--- src/rtl/wp_pkg.sv ---
package wp_pkg;
  typedef enum logic [1:0] {
    PM_NONE = 2'b00,
    PM_REL  = 2'b01,
    PM_PERM = 2'b10
  } pmode_t;

  localparam int KEY_W = 8;
  localparam logic [KEY_W-1:0] KEY_OPEN = 8'h1E;
  localparam logic [KEY_W-1:0] KEY_PERM = 8'hA9;
  localparam logic [KEY_W-1:0] KEY_REL  = 8'h74;
  localparam logic [KEY_W-1:0] CODE_SVC = 8'h4E;
  localparam logic [KEY_W-1:0] CODE_OFF = 8'hB1;

  localparam int NREG = 6;
  localparam int IX_PROT = 0;
  localparam int IX_EN   = 1;
  localparam int IX_CTL  = 2;
  localparam int IX_MOD  = 3;
  localparam int IX_MON  = 4;
  localparam int IX_OSC  = 5;
  localparam int OFF_STEP = 4;

  function automatic logic [KEY_W-1:0] key_of(pmode_t m);
    case (m)
      PM_REL:  key_of = KEY_REL;
      PM_PERM: key_of = KEY_PERM;
      default: key_of = KEY_OPEN;
    endcase
  endfunction
endpackage

--- src/rtl/wp_decode.sv ---
module wp_decode
  import wp_pkg::*;
#(
  parameter int ADDR_W = 8
) (
  input  logic              wr_en,
  input  logic [ADDR_W-1:0] wr_addr,
  output logic [NREG-1:0]   hit
);
  for (genvar i = 0; i < NREG; i++) begin : g_hit
    localparam logic [ADDR_W-1:0] OFF = ADDR_W'(i * OFF_STEP);
    assign hit[i] = wr_en && (wr_addr == OFF);
  end
endmodule

--- src/rtl/wp_keyfsm.sv ---
module wp_keyfsm
  import wp_pkg::*;
(
  input  logic             clk,
  input  logic             rst,
  input  logic             key_we,
  input  logic [KEY_W-1:0] key,
  input  logic             wdt_en,
  output pmode_t           mode
);
  pmode_t mode_nx;

  always_comb begin
    mode_nx = mode;
    if (key_we && wdt_en) begin
      unique case (mode)
        PM_NONE: begin
          if (key == KEY_PERM)     mode_nx = PM_PERM;
          else if (key == KEY_REL) mode_nx = PM_REL;
        end
        PM_REL: begin
          if (key == KEY_OPEN) mode_nx = PM_NONE;
        end
        default: mode_nx = mode;
      endcase
    end
  end

  always_ff @(posedge clk) begin
    if (rst) mode <= PM_NONE;
    else     mode <= mode_nx;
  end
endmodule

--- src/rtl/wp_gate.sv ---
module wp_gate
  import wp_pkg::*;
#(
  parameter int DATA_W = 32
) (
  input  logic              clk,
  input  logic              rst,
  input  logic [NREG-1:0]   hit,
  input  logic [DATA_W-1:0] wr_data,
  input  pmode_t            mode,
  input  logic              wdt_run,
  output logic              en_we,
  output logic              ctl_we,
  output logic              mod_we,
  output logic [DATA_W-1:0] fdata,
  output logic              lock
);
  logic open_st, cfg_ok, svc, off, pass_en, pass_ctl, pass_mod, pass_osc;

  assign open_st  = (mode == PM_NONE);
  assign cfg_ok   = open_st && !wdt_run;
  assign svc      = (wr_data[KEY_W-1:0] == CODE_SVC);
  assign off      = (wr_data[KEY_W-1:0] == CODE_OFF);
  assign pass_en  = hit[IX_EN] && open_st;
  assign pass_ctl = hit[IX_CTL] && (svc || (off && open_st));
  assign pass_mod = hit[IX_MOD] && cfg_ok;
  assign pass_osc = hit[IX_OSC] && cfg_ok;

  always_ff @(posedge clk) begin
    if (rst) begin
      en_we  <= 1'b0;
      ctl_we <= 1'b0;
      mod_we <= 1'b0;
      fdata  <= '0;
      lock   <= 1'b0;
    end else begin
      en_we  <= pass_en;
      ctl_we <= pass_ctl;
      mod_we <= pass_mod;
      if (pass_en || pass_ctl || pass_mod) fdata <= wr_data;
      if (pass_osc) lock <= wr_data[0];
    end
  end
endmodule

--- src/rtl/wdt_write_guard.sv ---
module wdt_write_guard
  import wp_pkg::*;
#(
  parameter int ADDR_W = 8,
  parameter int DATA_W = 32
) (
  input  logic              clk,
  input  logic              rst,
  input  logic              wr_en,
  input  logic [ADDR_W-1:0] wr_addr,
  input  logic [DATA_W-1:0] wr_data,
  input  logic [ADDR_W-1:0] rd_addr,
  output logic [DATA_W-1:0] rd_data,
  input  logic              wdt_en,
  input  logic              wdt_run,
  output logic [1:0]        prot_mode,
  output logic              osc_lock,
  output logic              fwd_en_we,
  output logic              fwd_ctl_we,
  output logic              fwd_mod_we,
  output logic [DATA_W-1:0] fwd_data
);
  localparam logic [ADDR_W-1:0] RD_PROT = ADDR_W'(IX_PROT * OFF_STEP);
  localparam logic [ADDR_W-1:0] RD_OSC  = ADDR_W'(IX_OSC * OFF_STEP);

  logic [NREG-1:0] hit;
  pmode_t          mode;
  logic            lock;

  wp_decode #(.ADDR_W(ADDR_W)) u_dec (
    .wr_en  (wr_en),
    .wr_addr(wr_addr),
    .hit    (hit)
  );

  wp_keyfsm u_fsm (
    .clk   (clk),
    .rst   (rst),
    .key_we(hit[IX_PROT]),
    .key   (wr_data[KEY_W-1:0]),
    .wdt_en(wdt_en),
    .mode  (mode)
  );

  wp_gate #(.DATA_W(DATA_W)) u_gate (
    .clk    (clk),
    .rst    (rst),
    .hit    (hit),
    .wr_data(wr_data),
    .mode   (mode),
    .wdt_run(wdt_run),
    .en_we  (fwd_en_we),
    .ctl_we (fwd_ctl_we),
    .mod_we (fwd_mod_we),
    .fdata  (fwd_data),
    .lock   (lock)
  );

  always_ff @(posedge clk) begin
    if (rst) begin
      rd_data <= '0;
    end else begin
      if (rd_addr == RD_PROT)     rd_data <= DATA_W'(key_of(mode));
      else if (rd_addr == RD_OSC) rd_data <= DATA_W'(lock);
      else                        rd_data <= '0;
    end
  end

  assign prot_mode = mode;
  assign osc_lock  = lock;
endmodule

--- config.mk ---
export PLATFORM = sky130hd
export DESIGN_NAME = wdt_write_guard
export DESIGN_NICKNAME = d
export VERILOG_FILES = /design/src/rtl/wp_pkg.sv /design/src/rtl/wp_decode.sv /design/src/rtl/wp_keyfsm.sv /design/src/rtl/wp_gate.sv /design/src/rtl/wdt_write_guard.sv
export SDC_FILE = /design/constraint.sdc
export NUM_CORES = 1
export LEC_CHECK = 0
export ABC_AREA = 0
export BUFFER_PORTS_ARGS = -buffer_cell sky130_fd_sc_hd__buf_4
export CAP_MARGIN = 0
export CORE_MARGIN = 4
export CORE_UTILIZATION = 41
export DETAILED_ROUTE_END_ITERATION = 12
export GPL_ROUTABILITY_DRIVEN = 0
export PLACE_DENSITY = 0.77
export RECOVER_POWER = 100
export SYNTH_ARGS = -nofsm -noshare
export SYNTH_HDL_FRONTEND = slang
export SYNTH_SLANG_ARGS = --single-unit
--- constraint.sdc ---
create_clock -name clk -period 1.5 [get_ports clk]
set_input_delay 0.15 -clock clk [delete_from_list [all_inputs] [get_ports clk]]
set_output_delay 0.15 -clock clk [all_outputs]
set_load 0.1 [all_outputs]
==> qor.csv <==
metric,value,unit
status,finished with violations,
failing checks,setup timing,
Worst setup SP type,register,
critical path class,reg2reg,
Port Buffer Count,98,
DPL Wire Length,4.23,mm
"CTS clk-pin slew, worst paths",0.08,ns
RSZ-0062 raised after global routing,true,
worst path required time,1.72,ns
post-synth cell types,38,
Final WS setup,-0.0670,ns
sequential fraction of the synthesis area,0.387,
DR DRC count,0,
synth-to-layout area growth,43.6,%
initial antenna violation count,0,
Clock Tree Root,clkbuf_8,
f_max,638,MHz
fin crit share,1.04,
number of buffers created by CTS,5,
Yosys warning total,0,
synthesized cell area,2330,um^2
most frequent cell after synthesis,nand2b_1,
maximum clock path buffer count,2,
global-route usage over all layers,0.162,
Post-DP Area,3210,um^2
Hold Path Depth,2,
crit path capture,u_gate.fdata[10]$_SDFFE_PP0P_,
routed len/inst,12.9,um
maximum number of pins on one net before global-route repair,38,
non-filler instance count after layout,437,
clk_skew,0.00934,ns
Final ANT Viol Nets,0,
vias in the first global route,1988,
Slew Limit Fails,0,
Post-synth top cells,"64 x nand2b_1, 45 x dfxtp_1, 33 x mux2i_1",
peak supply drop,527,uV
r2r setup slk,-0.07,ns
worst setup path start,u_fsm.mode[1]$_SDFFE_PP0P_,
"Hold Vio Cnt, Final",0,
H-tree levels,2,
Post-synth EDFFs,0,
"top cells by area, synth","dfxtp_1 39%, nand2b_1 17%, mux2i_1 14%",
Worst Tran Pin Value,0.559,ns
"Arr. time, crit path",1.78,ns
Initial Util,0.423,
Leak,1.46,nW
slew margin rel.,0.629,
Pre-antenna DRT Iters,4,
Final Cell Area,3350,um^2
Die Area,6950,um^2
cell row count,27,
Inst Count DP,424,
layout cells sized above 1,0.416,
Crit Path Max Fanout,9,
TritonCTS sink count,45,
max cap viols,0,
crit path time final,1.57,ns
Pwr per Cell Area,741,nW/um^2
Min-Delay Path Class,in2reg,
R2R depth,7,
boundary pin count,123,
vias per cell,4.52,
Gate Count Post-Synth,246,
syn avg cell area,9.47,um^2
synthesized flop and latch total,45,
Vias,1976,
top_reg_cell synth,dfxtp_1,
Clock Latency Late Sink,0.29,ns
Die X-Extent,83.4,um
ant diodes,0,
worst r2r src,u_fsm.mode[1]$_SDFFE_PP0P_,
final setup vio count,34,
fin nets,422,
TritonCTS clock tree,done,
crit end category,register,
Core Box Area,5510,um^2
Critical R2R Capture,u_gate.fdata[10]$_SDFFE_PP0P_,
Synth async-reset ratio,0,
top-area cell type share of the netlist area,0.387,
Setup TNS Final,-0.971,ns
Yosys top cell by area,dfxtp_1,
WL final,5.64,mm
GR Overflow Total,0,
DRT iter0 DRCs,45,
Die Y,83.4,um
first-pass GRT wire length,9.34,mm
==> area by class of cell <==
cell class                      instances  area (um^2)
Multi-Input combinational cell        184         1360
Timing Repair Buffer                  125          883
Inverter                                3         16.3
Fill cell                             500         2160
Tap cell                               72         90.1
Clock buffer                            8         90.1
Sequential cell                        45          910
==> worst min path at each step <==
stage,startpoint,endpoint,slack (ns)
after CTS,wr_addr[3],u_gate.en_we$_SDFF_PP0_,0.06
after global routing,wr_addr[3],u_gate.en_we$_SDFF_PP0_,0.07
after floorplan,wr_addr[3],u_gate.en_we$_SDFF_PP0_,0.23
after detailed placement,wr_addr[3],u_gate.en_we$_SDFF_PP0_,0.37
final,wr_addr[3],u_gate.en_we$_SDFF_PP0_,0.08
after global placement,wr_addr[3],u_gate.en_we$_SDFF_PP0_,0.37
==> layer usage <==
layer | part of all wire | track usage
met1 | 0.39 | 0.177
met2 | 0.53 | 0.295
met3 | 0.063 | 0.0556
met4 | 0.013 | 0.0416
met5 | 0 | 0
==> stage by stage <==
step / power, mW / hold slack (ns) / util / setup slack, ns
finish: 2.48 / 0.0759 / 0.608 / -0.0670
global route: 2.59 / 0.0651 / 0.608 / -0.156
CTS: 2.51 / 0.0582 / 0.628 / -0.0908
detailed placement: 1.73 / 0.373 / 0.583 / -0.252
global placement: 1.73 / 0.372 / 0.583 / -0.182
floorplan: 1.63 / 0.229 / - / -0.123
==> registers in the layout, indices dropped and copies added (netlist names) <==
register,count
u_gate.en_we,1
u_gate.lock,1
u_fsm.mode,2
u_gate.fdata,32
u_gate.mod_we,1
rd_data,7
u_gate.ctl_we,1
==> logic make-up (layout without fill, tap and decap cells) <==
group                    count (synthesis)  in the layout  synth area share
AO/OA/AOI/OAI                           10             10            0.0338
adder cells (fa/ha/maj)                  5              5            0.0269
buffers and inverters                   40            136             0.112
flip-flops                              45             45             0.387
multiplexers                            33             33             0.142
other                                    1             24           0.00161
AND/OR/NAND/NOR                        112            112             0.297
==> worst max-delay path: stages, from the launching register on <==
cell	delay [ns]
dfxtp_4	0.36
inv_4	0.06
ha_4	0.14
nand4b_1	0.16
o32ai_4	0.19
a21o_4	0.23
buf_12	0.15
mux2i_1	0.20
==> power by group <==
group	internal (mW)	switching [mW]	leakage (nW)	total [mW]
Sequential	1.19	0.000886	0.364	1.19
Clock	0.376	0.383	0.0455	0.759
Combinational	0.159	0.368	1.05	0.527
==> cell usage in the layout (no fill, tap or decap), types with 2 or more instances in the layout <==
| master | synthesis | layout |
|---|---|---|
| clkbuf_1 | 6 | 2 |
| nor4_1 | 2 | 2 |
| clkbuf_8 | 0 | 6 |
| nand3b_1 | 2 | 2 |
| nand2_1 | 6 | 5 |
| inv_4 | 0 | 2 |
| nand3_1 | 3 | 3 |
| conb_1 | 1 | 24 |
| ha_4 | 0 | 2 |
| buf_4 | 29 | 73 |
| nand2b_1 | 64 | 64 |
| mux2i_1 | 33 | 33 |
| nand4b_1 | 3 | 3 |
| ha_1 | 5 | 3 |
| nor2_1 | 11 | 10 |
| nor3_1 | 4 | 4 |
| buf_6 | 0 | 2 |
| o21ai_2 | 0 | 2 |
| buf_12 | 0 | 4 |
| nor2b_1 | 2 | 2 |
| clkbuf_2 | 0 | 44 |
| dfxtp_4 | 0 | 2 |
| and2_0 | 0 | 3 |
| nand4_1 | 2 | 2 |
| dfxtp_1 | 45 | 42 |
==> what timing repair did <==
action                     CTS  global route
pin swaps                    5             5
buffers inserted             6             1
resized for setup           12            11
hold buffers                 0             0
gates cloned                 2             0
setup endpoints to repair   32            35
Note: power is estimated with default switching activity, not from simulation.
